$ cat src/rtl/fwd_pkg.sv
// Shared types for the bypass and interlock controller.
// Assumes 2-bit operand select codes decoded by the datapath muxes.
package fwd_pkg;
    typedef enum logic [1:0] {
        SEL_RF  = 2'b00,
        SEL_MWB = 2'b01,
        SEL_EXM = 2'b10
    } opnd_sel_e;
endpackage

$ cat src/rtl/fwd_operand_sel.sv
// Chooses the source of one ALU operand in the execute stage.
// Assumes the execute/memory value of a load is an address, not data,
// so such a stage is never a bypass source.
module fwd_operand_sel
    import fwd_pkg::*;
#(
    parameter int IDX_W = 5
) (
    input  logic             clk,
    input  logic             rst_n,
    input  logic [IDX_W-1:0] src_idx,
    input  logic [IDX_W-1:0] exm_rd,
    input  logic             exm_we,
    input  logic             exm_is_load,
    input  logic [IDX_W-1:0] mwb_rd,
    input  logic             mwb_we,
    output opnd_sel_e        sel
);
    localparam logic [IDX_W-1:0] ZERO_IDX = '0;

    logic exm_hit;
    logic mwb_hit;

    // Match against each producing stage.
    always_comb begin
        exm_hit = exm_we && !exm_is_load && (exm_rd != ZERO_IDX) && (exm_rd == src_idx);
        mwb_hit = mwb_we && (mwb_rd != ZERO_IDX) && (mwb_rd == src_idx);
    end

    // Younger producer first, then older, then register file.
    always_comb begin
        if (exm_hit)      sel = SEL_EXM;
        else if (mwb_hit) sel = SEL_MWB;
        else              sel = SEL_RF;
    end

    AST_NO_ZERO_FWD: assert property (@(posedge clk) disable iff (!rst_n)
        (sel != SEL_RF) |-> (src_idx != ZERO_IDX));
    AST_EXM_NOT_LOAD: assert property (@(posedge clk) disable iff (!rst_n)
        (sel == SEL_EXM) |-> (!exm_is_load && exm_we));
    AST_MWB_NEEDS_WE: assert property (@(posedge clk) disable iff (!rst_n)
        (sel == SEL_MWB) |-> (mwb_we && mwb_rd == src_idx));
    AST_YOUNGER_WINS: assert property (@(posedge clk) disable iff (!rst_n)
        (exm_we && !exm_is_load && exm_rd == src_idx && src_idx != ZERO_IDX) |-> (sel == SEL_EXM));
endmodule

$ cat src/rtl/load_use_detect.sv
// Detects a decode instruction that needs the result of a load now in
// execute, and requests a one-cycle freeze of fetch/decode plus a bubble.
// Assumes a store's rs2 is data and is served later by the memory-stage
// bypass, so it does not stall.
module load_use_detect #(
    parameter int IDX_W = 5
) (
    input  logic             clk,
    input  logic             rst_n,
    input  logic [IDX_W-1:0] id_rs1,
    input  logic [IDX_W-1:0] id_rs2,
    input  logic             id_use_rs1,
    input  logic             id_use_rs2,
    input  logic             id_is_store,
    input  logic [IDX_W-1:0] ex_rd,
    input  logic             ex_we,
    input  logic             ex_is_load,
    output logic             stall
);
    localparam logic [IDX_W-1:0] ZERO_IDX = '0;

    logic addr_hit;
    logic data_hit;
    logic need_stall;
    logic stall_q;

    // Compare decode sources with the load destination.
    always_comb begin
        addr_hit   = id_use_rs1 && (id_rs1 == ex_rd);
        data_hit   = id_use_rs2 && (id_rs2 == ex_rd) && !id_is_store;
        need_stall = ex_is_load && ex_we && (ex_rd != ZERO_IDX) && (addr_hit || data_hit);
        stall      = need_stall && !stall_q;
    end

    // Remember the previous stall so one hazard yields one bubble.
    always_ff @(posedge clk) begin
        if (!rst_n) stall_q <= 1'b0;
        else        stall_q <= stall;
    end

    AST_ONE_BUBBLE: assert property (@(posedge clk) disable iff (!rst_n)
        stall |=> !stall);
    AST_STALL_NEEDS_LOAD: assert property (@(posedge clk) disable iff (!rst_n)
        stall |-> (ex_is_load && ex_we && ex_rd != ZERO_IDX));
    AST_STORE_DATA_FREE: assert property (@(posedge clk) disable iff (!rst_n)
        (id_is_store && !(id_use_rs1 && id_rs1 == ex_rd)) |-> !stall);
endmodule

$ cat src/rtl/store_data_bypass.sv
// Carries a store's data index from execute into memory and flags when
// the load one stage ahead must feed the store-data path.
// Assumes the execute-to-memory pipeline register always advances.
module store_data_bypass #(
    parameter int IDX_W = 5
) (
    input  logic             clk,
    input  logic             rst_n,
    input  logic             ex_is_store,
    input  logic [IDX_W-1:0] ex_rs2,
    input  logic [IDX_W-1:0] mwb_rd,
    input  logic             mwb_we,
    input  logic             mwb_is_load,
    output logic             sd_fwd
);
    localparam logic [IDX_W-1:0] ZERO_IDX = '0;

    logic             mem_store_q;
    logic [IDX_W-1:0] mem_data_idx_q;

    // Track the store now moving into the memory stage.
    always_ff @(posedge clk) begin
        if (!rst_n) begin
            mem_store_q    <= 1'b0;
            mem_data_idx_q <= '0;
        end else begin
            mem_store_q    <= ex_is_store;
            mem_data_idx_q <= ex_rs2;
        end
    end

    // Steer the loaded word when it is the store's data register.
    always_comb begin
        sd_fwd = mem_store_q && mwb_is_load && mwb_we
                 && (mwb_rd != ZERO_IDX) && (mwb_rd == mem_data_idx_q);
    end

    AST_SD_AFTER_STORE: assert property (@(posedge clk) disable iff (!rst_n)
        sd_fwd |-> $past(ex_is_store));
    AST_SD_LOAD_ONLY: assert property (@(posedge clk) disable iff (!rst_n)
        sd_fwd |-> (mwb_is_load && mwb_we && mwb_rd != ZERO_IDX));
endmodule

$ cat src/rtl/fwd_hazard_ctrl.sv
// Top of the bypass and interlock controller for a five-stage in-order
// integer pipeline. Assumes reads in stage 2 and writes in stage 5 only,
// so no write-after-read or write-after-write checks are needed.
module fwd_hazard_ctrl
    import fwd_pkg::*;
#(
    parameter int IDX_W = 5
) (
    input  logic             clk,
    input  logic             rst_n,
    input  logic [IDX_W-1:0] id_rs1,
    input  logic [IDX_W-1:0] id_rs2,
    input  logic             id_use_rs1,
    input  logic             id_use_rs2,
    input  logic             id_is_store,
    input  logic [IDX_W-1:0] ex_rs1,
    input  logic [IDX_W-1:0] ex_rs2,
    input  logic [IDX_W-1:0] ex_rd,
    input  logic             ex_we,
    input  logic             ex_is_load,
    input  logic             ex_is_store,
    input  logic [IDX_W-1:0] exm_rd,
    input  logic             exm_we,
    input  logic             exm_is_load,
    input  logic [IDX_W-1:0] mwb_rd,
    input  logic             mwb_we,
    input  logic             mwb_is_load,
    output logic [1:0]       fwd_sel_a,
    output logic [1:0]       fwd_sel_b,
    output logic             store_data_fwd,
    output logic             pc_hold,
    output logic             ifid_hold,
    output logic             idex_bubble
);
    localparam int NUM_OPND = 2;

    logic [IDX_W-1:0] ex_src [NUM_OPND];
    opnd_sel_e        opnd_sel [NUM_OPND];
    logic             stall;

    // Gather execute-stage sources for the operand selectors.
    always_comb begin
        ex_src[0] = ex_rs1;
        ex_src[1] = ex_rs2;
    end

    generate
        for (genvar g = 0; g < NUM_OPND; g++) begin : g_opnd
            fwd_operand_sel #(.IDX_W(IDX_W)) sel_i (
                .clk         (clk),
                .rst_n       (rst_n),
                .src_idx     (ex_src[g]),
                .exm_rd      (exm_rd),
                .exm_we      (exm_we),
                .exm_is_load (exm_is_load),
                .mwb_rd      (mwb_rd),
                .mwb_we      (mwb_we),
                .sel         (opnd_sel[g])
            );
        end
    endgenerate

    load_use_detect #(.IDX_W(IDX_W)) lud_i (
        .clk         (clk),
        .rst_n       (rst_n),
        .id_rs1      (id_rs1),
        .id_rs2      (id_rs2),
        .id_use_rs1  (id_use_rs1),
        .id_use_rs2  (id_use_rs2),
        .id_is_store (id_is_store),
        .ex_rd       (ex_rd),
        .ex_we       (ex_we),
        .ex_is_load  (ex_is_load),
        .stall       (stall)
    );

    store_data_bypass #(.IDX_W(IDX_W)) sdb_i (
        .clk         (clk),
        .rst_n       (rst_n),
        .ex_is_store (ex_is_store),
        .ex_rs2      (ex_rs2),
        .mwb_rd      (mwb_rd),
        .mwb_we      (mwb_we),
        .mwb_is_load (mwb_is_load),
        .sd_fwd      (store_data_fwd)
    );

    // Drive the pipeline controls from the shared stall decision.
    always_comb begin
        fwd_sel_a   = opnd_sel[0];
        fwd_sel_b   = opnd_sel[1];
        pc_hold     = stall;
        ifid_hold   = stall;
        idex_bubble = stall;
    end
endmodule

$ cat config.mk
export PLATFORM = sky130hd
export DESIGN_NAME = fwd_hazard_ctrl
export DESIGN_NICKNAME = d
export VERILOG_FILES = /design/src/rtl/fwd_pkg.sv /design/src/rtl/fwd_operand_sel.sv /design/src/rtl/load_use_detect.sv /design/src/rtl/store_data_bypass.sv /design/src/rtl/fwd_hazard_ctrl.sv
export SDC_FILE = /design/constraint.sdc
export NUM_CORES = 1
export LEC_CHECK = 0
export BUFFER_PORTS_ARGS = -buffer_cell sky130_fd_sc_hd__buf_2
export CAP_MARGIN = 10
export CORE_AREA = 3 3 49 51
export CTS_CLUSTER_DIAMETER = 60
export DETAILED_ROUTE_END_ITERATION = 8
export DIE_AREA = 0 0 52 54
export GPL_TIMING_DRIVEN = 0
export PLACE_DENSITY = 0.73
export RECOVER_POWER = 50
export SYNTH_ARGS = -nofsm -noshare
export SYNTH_HDL_FRONTEND = slang
export SYNTH_SLANG_ARGS = --single-unit
export TNS_END_PERCENT = 100
$ cat constraint.sdc
create_clock -name clk -period 1.56 [get_ports clk]
set_clock_uncertainty 0.2 [all_clocks]
set_input_delay 0.234 -clock clk [delete_from_list [all_inputs] [get_ports clk]]
set_output_delay 0.234 -clock clk [all_outputs]
set_load 0.02 [all_outputs]
; ---- Yosys cells after proc, flatten, opt, wreduce, memory -nomap -nowiden
; Index checks and enable logic that the tools add are counted.
[word_totals]
memories = 0
word_cells = 39
romBits = 0
output_inout_bits = 8
latch_bits = 0
input_bits = 47
ramBits = 0
reg_bits = 7
[classes]
n_eq_ne = 7
reduce_logical = 25
mul = 0
n_div = 0
addsub = 0
n_lt_le_gt_ge = 0
shifts = 0
bitwise = 0
n_mux = 4
[ops]
columns = operator, count
row1 = $eq 5x5->1, 7
row2 = $logic_and 1x1->1, 18
row3 = $reduce_bool 5->1, 3
row4 = $mux 2, 2
row5 = $logic_not 1->1, 3
row6 = $mux 1, 2
row7 = $logic_or 1x1->1, 1

; ---- Logic depth before layout (Yosys ltp)
; Gate-level depths: netlist of run 1.
[depth]
word_depth = 6
depth_mapped = 5
ltp_nobuf = 4

; ---- Cells and area by module
; From an unflattened synthesis of run 1, not the netlist that was laid out.
[unflattened]
cells_unflattened = 90
hier_area_um2 = 755.7
[by_module_without_submodules]
columns = module, seq_area_each_um2, instances, area_each_um2, cells_per_inst
row1 = fwd_operand_sel, 0.0, 2, 168.9, 22
row2 = store_data_bypass, 120.1, 1, 230.2, 22
row3 = load_use_detect, 20.0, 1, 172.7, 22
row4 = fwd_hazard_ctrl, 0.0, 1, 15.0, 2

; ---- Least setup slack after synthesis of run 1
; No wires, ideal clock.
[synth_timing]
path_type = input to output
start = in exm_rd[1]
end = out fwd_sel_a[0]
setup_slack_ns = -0.370
cell_stages = 4
n_path_buf = 0
t_arrival_ns = 1.496
required_time_ns = 1.126
path_cell_list = or4_1 -> o21ai_2 -> nor4_1 -> nor4_2
[synth_between]
elab_chain_cells = 4
word_cells_on_any_way = 5
cone_classes = eq/ne (1) / mux (1) / reduce/logical (3)
[synth_lines]
columns = element, line_no
row1 = start: declaration, fwd_hazard_ctrl.sv:22  ; input logic [IDX_W-1:0] exm_rd,
row2 = $reduce_bool 5->1, fwd_operand_sel.sv:26  ; exm_hit = exm_we && !exm_is_load && (exm_rd != ZERO_IDX) && (exm_rd == src_idx);
row3 = $logic_and 1x1->1, fwd_operand_sel.sv:26
row4 = $logic_and 1x1->1 (*), fwd_operand_sel.sv:26
row5 = named net g_opnd[0].sel_i.exm_hit, fwd_operand_sel.sv:21  ; logic exm_hit;
row6 = $mux 2 (*), fwd_operand_sel.sv:32  ; if (exm_hit) sel = SEL_EXM;
row7 = end: declaration, fwd_hazard_ctrl.sv:28  ; output logic [1:0] fwd_sel_a,
; Mark *: on every way through the listed nets, which the timed path passes. The rest lies on a longest branch.

; ---- Worst setup path in the final report of run 1
[layout_timing]
start = in ex_rs1[0]
end = out fwd_sel_a[0]
[layout_between]
elab_chain_cells = 4
word_cells_on_any_way = 6
cone_classes = eq/ne (2) / mux (2) / reduce/logical (2)
[layout_lines]
columns = element, line_no
row1 = start: declaration, fwd_hazard_ctrl.sv:16  ; input logic [IDX_W-1:0] ex_rs1,
row2 = $eq 5x5->1, fwd_operand_sel.sv:27  ; mwb_hit = mwb_we && (mwb_rd != ZERO_IDX) && (mwb_rd == src_idx);
row3 = $logic_and 1x1->1, fwd_operand_sel.sv:27
row4 = $mux 1, fwd_operand_sel.sv:33  ; else if (mwb_hit) sel = SEL_MWB;
row5 = $mux 2 (*), fwd_operand_sel.sv:32
; Every way passes the cells marked *; elsewhere a longest branch is shown, timed or not.

==> results of run 1 <==
## worst reg2reg max path, delay by kind of cell, from the launching register on
| family | cells | cell delay (ns) |
|---|---|---|
| flops | 1 | 0.30 |
| compound gates | 1 | 0.18 |
| simple gates | 2 | 0.23 |
## cells by family after synthesis
group / after synthesis
XOR/XNOR: 35
AND/OR/NAND/NOR: 29
flip-flops: 7
AO/OA/AOI/OAI: 4
buffers and inverters: 4
## per-stage QoR
step	util	std cells	cell area, um^2
3_5_place_dp	0.533	160	1060
5_1_grt	0.679	167	1350
4_1_cts	0.679	167	1350
6_report	0.679	167	1350
2_1_floorplan	-	79	752
3_3_place_gp	0.533	160	1060
## worst min path at each step
stage                            from                 endpoint  slack (ns)  depth (start not counted)
final                           ex_we            lud_i.stall_q        0.03                          3
after global placement    ex_is_store        sdb_i.mem_store_q        0.23                          2
after global routing            ex_we            lud_i.stall_q        0.03                          3
after detailed placement  ex_is_store        sdb_i.mem_store_q        0.24                          2
after floorplan             ex_rs2[0]  sdb_i.mem_data_idx_q[0]        0.16                          1
after CTS                       ex_we            lud_i.stall_q        0.02                          3
## metal layers
metal	vias to the layer above	routed length, um	GRT usage
met5	-	0	0
met4	0	0	0.0480
met3	0	133	0.0388
met2	26	1240	0.320
met1	348	884	0.187
li1	397	-	-
## final cells by class
class / instances / area (um^2)
multi-input cells: 68 / 666
fillers: 155 / 637
repair buffers: 57 / 442
flip-flops and latches: 7 / 140
plain buffers: 4 / 37.5
well taps: 27 / 33.8
clock buffers: 4 / 26.3
## report_power, final
group	leakage, nW	internal [mW]	switching [mW]
logic	0.508	0.163	0.123
clock network	0.0150	0.0976	0.0661
registers	0.0581	0.188	0.00318
total	0.581	0.449	0.193
## placed cells by master (no fill, tap or decap)
master,count
sky130_fd_sc_hd__dlygate4sd3_1,2
sky130_fd_sc_hd__buf_2,28
sky130_fd_sc_hd__nor2_1,1
sky130_fd_sc_hd__nor3_1,2
sky130_fd_sc_hd__nor2b_1,2
sky130_fd_sc_hd__nand4_1,4
sky130_fd_sc_hd__o21ai_1,1
sky130_fd_sc_hd__xnor2_2,9
sky130_fd_sc_hd__dfxtp_1,7
sky130_fd_sc_hd__or4_4,3
sky130_fd_sc_hd__xor2_1,14
sky130_fd_sc_hd__or4_1,1
sky130_fd_sc_hd__nand3b_1,1
sky130_fd_sc_hd__xnor2_1,12
sky130_fd_sc_hd__nor4_4,4
sky130_fd_sc_hd__and4_4,1
sky130_fd_sc_hd__buf_4,7
sky130_fd_sc_hd__and2_1,5
sky130_fd_sc_hd__a21oi_1,1
sky130_fd_sc_hd__clkbuf_4,3
sky130_fd_sc_hd__and2_0,1
sky130_fd_sc_hd__o21ai_4,1
sky130_fd_sc_hd__o22ai_2,1
sky130_fd_sc_hd__nand2_1,1
sky130_fd_sc_hd__buf_8,1
sky130_fd_sc_hd__clkbuf_1,2
sky130_fd_sc_hd__buf_6,22
sky130_fd_sc_hd__nand3_1,3
## timing repair
item                                    4_1_cts  5_1_grt
hold endpoints to repair                      2        0
setup buffers                                 1        0
endpoints found under the setup margin        8        8
gates resized for setup                      55        0
hold buffers                                  2        0
pin swaps                                    15        0
## sequential cells by signal (all words and copies together) (netlist names)
| register | count |
|---|---|
| lud_i.stall_q | 1 |
| sdb_i.mem_data_idx_q | 5 |
| sdb_i.mem_store_q | 1 |
==> flow_summary.html, run 1 <==
<table>
<tr><th>Metric</th><th>Value</th></tr>
<tr><th colspan="2">Die</th></tr>
<tr><td>Starting density of the core</td><td>0.350</td></tr>
<tr><td>I/O pin count</td><td>55</td></tr>
<tr><td>Area of the core</td><td>about 2000 um^2</td></tr>
<tr><td>Standard-cell rows</td><td>16</td></tr>
<tr><td>DIE HEIGHT</td><td>54 um</td></tr>
<tr><td>Overall die width</td><td>52 um</td></tr>
<tr><td>Floorplan die area</td><td>roughly 2800 um^2</td></tr>
<tr><th colspan="2">Critical path</th></tr>
<tr><td>Worst Path Class, Setup</td><td>in -&gt; out</td></tr>
<tr><td>Kind of start point of the critical path</td><td>input port</td></tr>
<tr><td>Critical Path Slowest Stage Cell</td><td>sky130_fd_sc_hd__or4_4</td></tr>
<tr><td>Critical Path End</td><td>fwd_sel_a[0]</td></tr>
<tr><td>Cell family contributing the most delay on the critical path</td><td>simple AND/OR/NAND/NOR gates</td></tr>
<tr><td>Worst R2R End</td><td>lud_i.stall_q</td></tr>
<tr><td>Buffer and inverter count on the worst path</td><td>2</td></tr>
<tr><td>Register-to-register setup slack</td><td>0.60 ns</td></tr>
<tr><td>R2R Path Start</td><td>lud_i.stall_q</td></tr>
<tr><td>Critical Path AT</td><td>1.50 ns</td></tr>
<tr><td>Number of cells on the worst reg-to-reg path</td><td>3</td></tr>
<tr><td>Crit-path max FO</td><td>2</td></tr>
<tr><td>Critical Path Sink Type</td><td>output port</td></tr>
<tr><td>CP required</td><td>1.13 ns</td></tr>
<tr><td>Peak per-stage delay on the critical path</td><td>between 0.5 and 0.6 ns</td></tr>
<tr><td>Chain of cells forming the critical path</td><td>buf_2, xor2_1, or4_4, nor4_4, buf_4</td></tr>
<tr><td>Number of gates on the worst path with buffers counted</td><td>5</td></tr>
<tr><td>Crit path launch</td><td>ex_rs1[0]</td></tr>
<tr><th colspan="2">Detailed routing</th></tr>
<tr><td>Number of DRC markers in iteration 0</td><td>10</td></tr>
<tr><td>Total iterations of the first detailed-routing run</td><td>7</td></tr>
<tr><td>Post-Route WL</td><td>2260 um</td></tr>
<tr><td>Number of vias per cell after detailed routing</td><td>between 4 and 5</td></tr>
<tr><td>Number of DRC violations after detailed routing</td><td>0</td></tr>
<tr><td>Count of antenna-violating nets left after detailed routing</td><td>0</td></tr>
<tr><td>Via count of the routed design</td><td>~770</td></tr>
<tr><td>Mean routed wirelength per cell</td><td>approximately 14 um</td></tr>
<tr><th colspan="2">Logic synthesis</th></tr>
<tr><td>Avg Synthesized Cell Area</td><td>between 8 and 9 um^2</td></tr>
<tr><td>Dominant cell by count in the synthesized netlist</td><td>sky130_fd_sc_hd__xnor2_1</td></tr>
<tr><td>Main combinational cell family by area after synthesis</td><td>XOR/XNOR gates</td></tr>
<tr><td>Complex-gate fraction of the synthesized area</td><td>0.0361</td></tr>
<tr><td>Post-synth EDFFs</td><td>0</td></tr>
<tr><td>Proportion of netlist area held by the largest area contributor</td><td>0.265</td></tr>
<tr><td>Number of synthesized register bits</td><td>7</td></tr>
<tr><td>Sequential area share after synthesis</td><td>0.202</td></tr>
<tr><td>Share of cell area taken by muxes after synthesis</td><td>0</td></tr>
<tr><td>Simple-Gate Fraction of Synth Area</td><td>0.276</td></tr>
<tr><td>Warnings, synthesis</td><td>0</td></tr>
<tr><td>Share of synthesized flip-flops with an asynchronous set or reset</td><td>0</td></tr>
<tr><td>Unique cell type count in the Yosys netlist</td><td>20</td></tr>
<tr><td>Count of mapped cells out of synthesis</td><td>slightly below 80</td></tr>
<tr><td>Parity-gate share of the synthesized area counting xor and xnor cells</td><td>0.442</td></tr>
<tr><td>Top cells by count, synth</td><td>sky130_fd_sc_hd__xnor2_1, sky130_fd_sc_hd__xor2_1, sky130_fd_sc_hd__dfxtp_1, sky130_fd_sc_hd__and2_1</td></tr>
<tr><td>Area share of fa/ha/maj cells after synthesis</td><td>0</td></tr>
<tr><td>Mapped Nets</td><td>126</td></tr>
<tr><td>Area contributors post-synth</td><td>sky130_fd_sc_hd__xnor2_1, sky130_fd_sc_hd__dfxtp_1, sky130_fd_sc_hd__xor2_1</td></tr>
<tr><td>Primary flip-flop cell chosen by synthesis mapping</td><td>sky130_fd_sc_hd__dfxtp_1</td></tr>
<tr><td>Post-synthesis cell type with the largest combined area</td><td>sky130_fd_sc_hd__xnor2_1</td></tr>
<tr><td>Synthesized area</td><td>~700 um^2</td></tr>
<tr><th colspan="2">Timing</th></tr>
<tr><td>Final Max Slew Viols</td><td>0</td></tr>
<tr><td>Hold Worst Slack</td><td>around 0.029 ns</td></tr>
<tr><td>Relative slew slack</td><td>0.793</td></tr>
<tr><td>Final setup slack of the worst path</td><td>-0.376 ns</td></tr>
<tr><td>Worst Max-Slew Pin Slew</td><td>0.308 ns</td></tr>
<tr><td>Highest attainable clock frequency</td><td>517 MHz</td></tr>
<tr><td>Final-layout setup total negative slack</td><td>-1.87 ns</td></tr>
<tr><td>Count of final hold-check violations</td><td>0</td></tr>
<tr><td>Finish-stage setup viols</td><td>8</td></tr>
<tr><td>Unrepaired setup endpoints after global routing</td><td>true</td></tr>
<tr><td>Clock period minus final worst setup slack</td><td>1.94 ns</td></tr>
<tr><td>Period utilisation layout</td><td>1.24</td></tr>
<tr><th colspan="2">Place</th></tr>
<tr><td>Gp weighted congestion</td><td>0.717</td></tr>
<tr><td>Count of input and output buffers</td><td>54</td></tr>
<tr><td>Worst slack after detailed placement</td><td>-0.425 ns</td></tr>
<tr><td>DP Wirelength</td><td>1700 um</td></tr>
<tr><th colspan="2">Status</th></tr>
<tr><td>Run status</td><td>complete, but fails checks</td></tr>
<tr><td>Failing checks</td><td>negative setup slack</td></tr>
<tr><th colspan="2">Power and ir drop</th></tr>
<tr><td>Total power after layout</td><td>0.641 mW</td></tr>
<tr><td>PwrDens</td><td>477 nW/um^2</td></tr>
<tr><td>Reported leakage power</td><td>slightly below 0.6 nW</td></tr>
<tr><td>Peak ir drop on the vdd network</td><td>0.428 mV</td></tr>
<tr><th colspan="2">Final layout</th></tr>
<tr><td>Share of final-layout standard cells stronger than drive strength 1</td><td>0.571</td></tr>
<tr><td>Synthesis-to-layout area growth</td><td>94.0%</td></tr>
<tr><td>Final nets</td><td>about 190</td></tr>
<tr><td>ANT cells</td><td>0</td></tr>
<tr><th colspan="2">Worst hold path</th></tr>
<tr><td>Worst min path class</td><td>in -&gt; reg</td></tr>
<tr><th colspan="2">GRT</th></tr>
<tr><td>GR Overflow Total</td><td>0</td></tr>
<tr><td>First-pass GRT wire length</td><td>3450 um</td></tr>
<tr><td>Initial antenna violation count</td><td>0</td></tr>
<tr><td>Via count of the first global-routing pass</td><td>816</td></tr>
<tr><td>Overall track demand over capacity in global routing</td><td>0.169</td></tr>
<tr><td>Maximum number of pins on one net before global-route repair</td><td>8</td></tr>
<tr><th colspan="2">CTS</th></tr>
<tr><td>H-tree levels</td><td>1</td></tr>
<tr><td>Clk pin slew, worst setup/hold paths</td><td>around 0.050 ns</td></tr>
<tr><td>Buffer depth of the longest clock path</td><td>2</td></tr>
<tr><td>CTS sink cnt</td><td>7</td></tr>
<tr><td>Worst-skew pair later-pin latency</td><td>0.25 ns</td></tr>
<tr><td>Clock root cell</td><td>sky130_fd_sc_hd__clkbuf_4</td></tr>
<tr><td>TritonCTS Buffers</td><td>3</td></tr>
<tr><td>CTS tree</td><td>yes</td></tr>
<tr><th colspan="2">Job</th></tr>
<tr><td>Number of maximum-capacitance constraint violations</td><td>0</td></tr>
</table>
No activity file was read; power rests on OpenSTA's default activity.
==> run 2, diff against run 1 <==
--- a/config.mk
+++ b/config.mk
@@ -5,12 +5,13 @@
 export SDC_FILE = /design/constraint.sdc
 export NUM_CORES = 1
 export LEC_CHECK = 0
+export ABC_AREA = 1
 export BUFFER_PORTS_ARGS = -buffer_cell sky130_fd_sc_hd__buf_2
 export CAP_MARGIN = 10
-export CORE_AREA = 3 3 49 51
+export CORE_AREA = 3 3 52 54
 export CTS_CLUSTER_DIAMETER = 60
 export DETAILED_ROUTE_END_ITERATION = 8
-export DIE_AREA = 0 0 52 54
+export DIE_AREA = 0 0 55 57
 export GPL_TIMING_DRIVEN = 0
 export PLACE_DENSITY = 0.73
 export RECOVER_POWER = 50
==> constraint.sdc (replaced) <==
create_clock -name clk -period 1.56 [get_ports clk]
set_clock_uncertainty 0.2 [all_clocks]
set_input_delay 0.078 -clock clk [delete_from_list [all_inputs] [get_ports clk]]
set_output_delay 0.078 -clock clk [all_outputs]
set_load 0.02 [all_outputs]
==> run 2 against run 1 <==
  * The run now ends clean
  * Via count rose by 38%
  * Die area rose by 12%
  * Critical path depth did not move
  * Sequential power barely moved
  * Critical endpoint is now sdb_i.mem_data_idx_q[0]
==> flow_summary.html, run 2 <==
<table>
<tr><th>Metric</th><th>Value</th></tr>
<tr><th colspan="2">Critical path</th></tr>
<tr><td>Cell family contributing the most delay on the critical path</td><td>buffers and inverters</td></tr>
<tr><td>Critical Path AT</td><td>1.44 ns (-0.06 ns)</td></tr>
<tr><td>Critical Path End</td><td>sdb_i.mem_data_idx_q[0]</td></tr>
<tr><td>CP required</td><td>1.51 ns (+0.38 ns)</td></tr>
<tr><td>Worst Path Class, Setup</td><td>in -&gt; reg</td></tr>
<tr><td>Buffer and inverter count on the worst path</td><td>4 (+2)</td></tr>
<tr><td>Number of gates on the worst path with buffers counted</td><td>5 (unchanged)</td></tr>
<tr><td>Kind of start point of the critical path</td><td>input port</td></tr>
<tr><td>Number of cells on the worst reg-to-reg path</td><td>6 (+3)</td></tr>
<tr><td>Critical Path Sink Type</td><td>register</td></tr>
<tr><td>Crit-path max FO</td><td>7 (+5)</td></tr>
<tr><td>Chain of cells forming the critical path</td><td>dlygate4sd3_1, buf_2, nand2_1, dlygate4sd3_1, inv_1</td></tr>
<tr><td>Worst R2R End</td><td>lud_i.stall_q</td></tr>
<tr><td>R2R Path Start</td><td>lud_i.stall_q</td></tr>
<tr><td>Peak per-stage delay on the critical path</td><td>0.56 ns (about the same)</td></tr>
<tr><td>Most common cell type on the critical path</td><td>sky130_fd_sc_hd__dlygate4sd3_1</td></tr>
<tr><td>Register-to-register setup slack</td><td>0.15 ns (-0.45 ns)</td></tr>
<tr><td>Critical Path Slowest Stage Cell</td><td>sky130_fd_sc_hd__dlygate4sd3_1</td></tr>
<tr><td>Crit path launch</td><td>rst_n</td></tr>
<tr><th colspan="2">Detailed routing</th></tr>
<tr><td>Via count of the routed design</td><td>1,061 (+38%)</td></tr>
<tr><td>Post-Route WL</td><td>2350 um (+4.1%)</td></tr>
<tr><td>Number of DRC markers in iteration 0</td><td>12 (+2)</td></tr>
<tr><td>Total iterations of the first detailed-routing run</td><td>4 (-3)</td></tr>
<tr><td>Number of vias per cell after detailed routing</td><td>4.18 (-9.5%)</td></tr>
<tr><td>Count of antenna-violating nets left after detailed routing</td><td>0 (unchanged)</td></tr>
<tr><td>Mean routed wirelength per cell</td><td>9.24 um (-32%)</td></tr>
<tr><td>Number of DRC violations after detailed routing</td><td>0 (unchanged)</td></tr>
<tr><th colspan="2">GRT</th></tr>
<tr><td>Overall track demand over capacity in global routing</td><td>0.153 (-0.0162)</td></tr>
<tr><td>GR Overflow Total</td><td>0 (unchanged)</td></tr>
<tr><td>Initial antenna violation count</td><td>0 (unchanged)</td></tr>
<tr><td>Maximum number of pins on one net before global-route repair</td><td>8 (unchanged)</td></tr>
<tr><td>Via count of the first global-routing pass</td><td>985 (+21%)</td></tr>
<tr><td>First-pass GRT wire length</td><td>3700 um (+7.2%)</td></tr>
<tr><th colspan="2">Power and ir drop</th></tr>
<tr><td>PwrDens</td><td>464 nW/um^2 (-2.6%)</td></tr>
<tr><td>Reported leakage power</td><td>0.773 nW (+33%)</td></tr>
<tr><td>Total power after layout</td><td>0.613 mW (-4.4%)</td></tr>
<tr><td>Peak ir drop on the vdd network</td><td>0.634 mV (+48%)</td></tr>
<tr><th colspan="2">CTS</th></tr>
<tr><td>Clk pin slew, worst setup/hold paths</td><td>0.05 ns (about the same)</td></tr>
<tr><td>H-tree levels</td><td>1 (unchanged)</td></tr>
<tr><td>CTS sink cnt</td><td>7 (unchanged)</td></tr>
<tr><td>Clock root cell</td><td>sky130_fd_sc_hd__clkbuf_4</td></tr>
<tr><td>TritonCTS Buffers</td><td>3 (unchanged)</td></tr>
<tr><td>Buffer depth of the longest clock path</td><td>2 (unchanged)</td></tr>
<tr><td>Post-CTS Setup Repair Bufs</td><td>0 (-1)</td></tr>
<tr><td>Worst-skew pair later-pin latency</td><td>0.25 ns (about the same)</td></tr>
<tr><td>CTS tree</td><td>yes</td></tr>
<tr><th colspan="2">Timing</th></tr>
<tr><td>Worst Max-Slew Pin Slew</td><td>0.284 ns (-0.0234 ns)</td></tr>
<tr><td>Final-layout setup total negative slack</td><td>0 ns (+1.87 ns)</td></tr>
<tr><td>Finish-stage setup viols</td><td>0 (-8)</td></tr>
<tr><td>Final Max Slew Viols</td><td>0 (unchanged)</td></tr>
<tr><td>Relative slew slack</td><td>0.809 (+0.0157)</td></tr>
<tr><td>Hold Worst Slack</td><td>0.321 ns (+0.292 ns)</td></tr>
<tr><td>Period utilisation layout</td><td>0.957 (-0.284)</td></tr>
<tr><td>Clock period minus final worst setup slack</td><td>1.49 ns (-0.443 ns)</td></tr>
<tr><td>Highest attainable clock frequency</td><td>670 MHz (+30%)</td></tr>
<tr><td>Count of final hold-check violations</td><td>0 (unchanged)</td></tr>
<tr><th colspan="2">Die</th></tr>
<tr><td>Floorplan die area</td><td>3140 um^2 (+12%)</td></tr>
<tr><td>DIE HEIGHT</td><td>57 um (+5.6%)</td></tr>
<tr><td>I/O pin count</td><td>55 (unchanged)</td></tr>
<tr><td>Standard-cell rows</td><td>17 (+1)</td></tr>
<tr><td>Starting density of the core</td><td>0.379 (+0.0293)</td></tr>
<tr><td>Area of the core</td><td>2250 um^2 (+14%)</td></tr>
<tr><td>Overall die width</td><td>55 um (+5.8%)</td></tr>
<tr><th colspan="2">Logic synthesis</th></tr>
<tr><td>Share of synthesized flip-flops with an asynchronous set or reset</td><td>0 (unchanged)</td></tr>
<tr><td>Top cells by count, synth</td><td>sky130_fd_sc_hd__nand2_1, sky130_fd_sc_hd__inv_1, sky130_fd_sc_hd__nor2_1, sky130_fd_sc_hd__xnor2_1, sky130_fd_sc_hd__nand3_1</td></tr>
<tr><td>Proportion of netlist area held by the largest area contributor</td><td>0.211 (-0.0545)</td></tr>
<tr><td>Unique cell type count in the Yosys netlist</td><td>19 (-5.0%)</td></tr>
<tr><td>Synthesized area</td><td>855 um^2 (+23%)</td></tr>
<tr><td>Mapped Nets</td><td>201 (+60%)</td></tr>
<tr><td>Primary flip-flop cell chosen by synthesis mapping</td><td>sky130_fd_sc_hd__dfxtp_1</td></tr>
<tr><td>Count of mapped cells out of synthesis</td><td>154 (+95%)</td></tr>
<tr><td>Sequential area share after synthesis</td><td>0.164 (-0.0382)</td></tr>
<tr><td>Post-synthesis cell type with the largest combined area</td><td>sky130_fd_sc_hd__nand2_1</td></tr>
<tr><td>Dominant cell by count in the synthesized netlist</td><td>sky130_fd_sc_hd__nand2_1</td></tr>
<tr><td>Number of synthesized register bits</td><td>7 (unchanged)</td></tr>
<tr><td>Post-synth EDFFs</td><td>0 (unchanged)</td></tr>
<tr><td>Avg Synthesized Cell Area</td><td>5.55 um^2 (-37%)</td></tr>
<tr><td>Area contributors post-synth</td><td>sky130_fd_sc_hd__nand2_1, sky130_fd_sc_hd__xnor2_1, sky130_fd_sc_hd__dfxtp_1</td></tr>
<tr><td>Warnings, synthesis</td><td>0 (unchanged)</td></tr>
<tr><th colspan="2">Final layout</th></tr>
<tr><td>Final design instance area without fill</td><td>1320 um^2 (-1.8%)</td></tr>
<tr><td>Leading registers by flop count</td><td>sdb_i.mem_data_idx_q: 5 flops, lud_i.stall_q: 1 flops, sdb_i.mem_store_q: 1 flops</td></tr>
<tr><td>Cell Count, Final, Fillers Out</td><td>254 (+52%)</td></tr>
<tr><td>FILL cells</td><td>247 (+59%)</td></tr>
<tr><td>Max FFs per register</td><td>5 (unchanged)</td></tr>
<tr><td>Leading cell types in the layout, fill and taps excluded</td><td>sky130_fd_sc_hd__buf_2, sky130_fd_sc_hd__nand2_1, sky130_fd_sc_hd__inv_1, sky130_fd_sc_hd__nor2_1, sky130_fd_sc_hd__xnor2_1</td></tr>
<tr><td>Share of final-layout standard cells stronger than drive strength 1</td><td>0.310 (-0.262)</td></tr>
<tr><td>Register with the most flip-flops</td><td>sdb_i.mem_data_idx_q</td></tr>
<tr><td>Synthesis-to-layout area growth</td><td>54.6%</td></tr>
<tr><td>Leading cell type in the layout, fill and taps excluded</td><td>sky130_fd_sc_hd__buf_2</td></tr>
<tr><td>Final nets</td><td>274 (+46%)</td></tr>
<tr><td>ANT cells</td><td>0 (unchanged)</td></tr>
<tr><th colspan="2">Place</th></tr>
<tr><td>Gp weighted congestion</td><td>0.811 (+13%)</td></tr>
<tr><td>Placement Cell Area</td><td>1160 um^2 (+9.8%)</td></tr>
<tr><td>Cell count after placement</td><td>236 (+48%)</td></tr>
<tr><td>Count of input and output buffers</td><td>54 (unchanged)</td></tr>
<tr><td>DP Wirelength</td><td>1830 um (+7.8%)</td></tr>
<tr><th colspan="2">Status</th></tr>
<tr><td>Run status</td><td>finished clean</td></tr>
<tr><th colspan="2">Worst hold path</th></tr>
<tr><td>Worst min path class</td><td>in -&gt; out</td></tr>
<tr><th colspan="2">Job</th></tr>
<tr><td>Number of maximum-capacitance constraint violations</td><td>0 (unchanged)</td></tr>
</table>
## run 2: where the power goes
group	internal (mW)	total (mW)	switching, mW
Clock	0.0977	0.166	0.0681
Sequential	0.188	0.191	0.00273
Combinational	0.132	0.257	0.125
Total	0.418	0.613	0.196
## run 2: worst min-delay path: cells and delay by family
kind          cells  cell delay (ns)
simple gates      2             0.13
buf+inv           2             0.24
## run 2: logic make-up (layout without fill, tap and decap cells)
| family | Yosys count | after routing | share of synthesized area |
|---|---|---|---|
| simple gates | 86 | 86 | 0.420 |
| buf+inv | 36 | 108 | 0.176 |
| xor+xnor | 20 | 20 | 0.205 |
| flops | 7 | 7 | 0.164 |
| compound gates | 5 | 5 | 0.0351 |
## run 2: cell type report
class	count	area [um^2]	share of cell area
repair buffers	68	409	0.310
multi-input cells	111	559	0.423
inverters	32	120	0.0909
flip-flops and latches	7	141	0.107
well taps	28	35.0	0.0265
clock buffers	4	26.3	0.0199
plain buffers	4	30.0	0.0227
## run 2: how the worst min path moves through the flow
| stage | start | endpoint | slack [ns] | cells after the start |
|---|---|---|---|---|
| global placement | ex_is_store | sdb_i.mem_store_q | 0.06 | 3 |
| global route | mwb_we | store_data_fwd | 0.37 | 4 |
| floorplan | ex_rs2[0] | sdb_i.mem_data_idx_q[0] | -0.03 | 2 |
| detailed placement | ex_is_store | sdb_i.mem_store_q | 0.06 | 3 |
| finish | mwb_we | store_data_fwd | 0.32 | 4 |
| CTS | mwb_we | store_data_fwd | 0.32 | 4 |
## run 2: metal layers
layer / vias to the layer above / share of wire / wire [um] / GRT usage
met5: - / 0 / 0 / 0
met4: 0 / 0.0038 / 9 / 0.0208
met3: 2 / 0.072 / 169 / 0.0496
li1: 594 / - / - / -
met1: 438 / 0.41 / 964 / 0.177
met2: 27 / 0.51 / 1200 / 0.272
## run 2: timing repair
| action | in CTS | in global routing |
|---|---|---|
| hold endpoints to repair | 7 | 0 |
| resized for setup | 0 | 4 |
| hold buffers | 14 | 0 |
| setup endpoints to repair | 0 | 1 |
## run 2: through the flow
step                utilization  worst slack (ns)
floorplan                     -             0.379
global placement          0.514             0.279
detailed placement        0.514             0.274
CTS                       0.588            0.0589
global route              0.586           -0.0134
finish                    0.586            0.0670
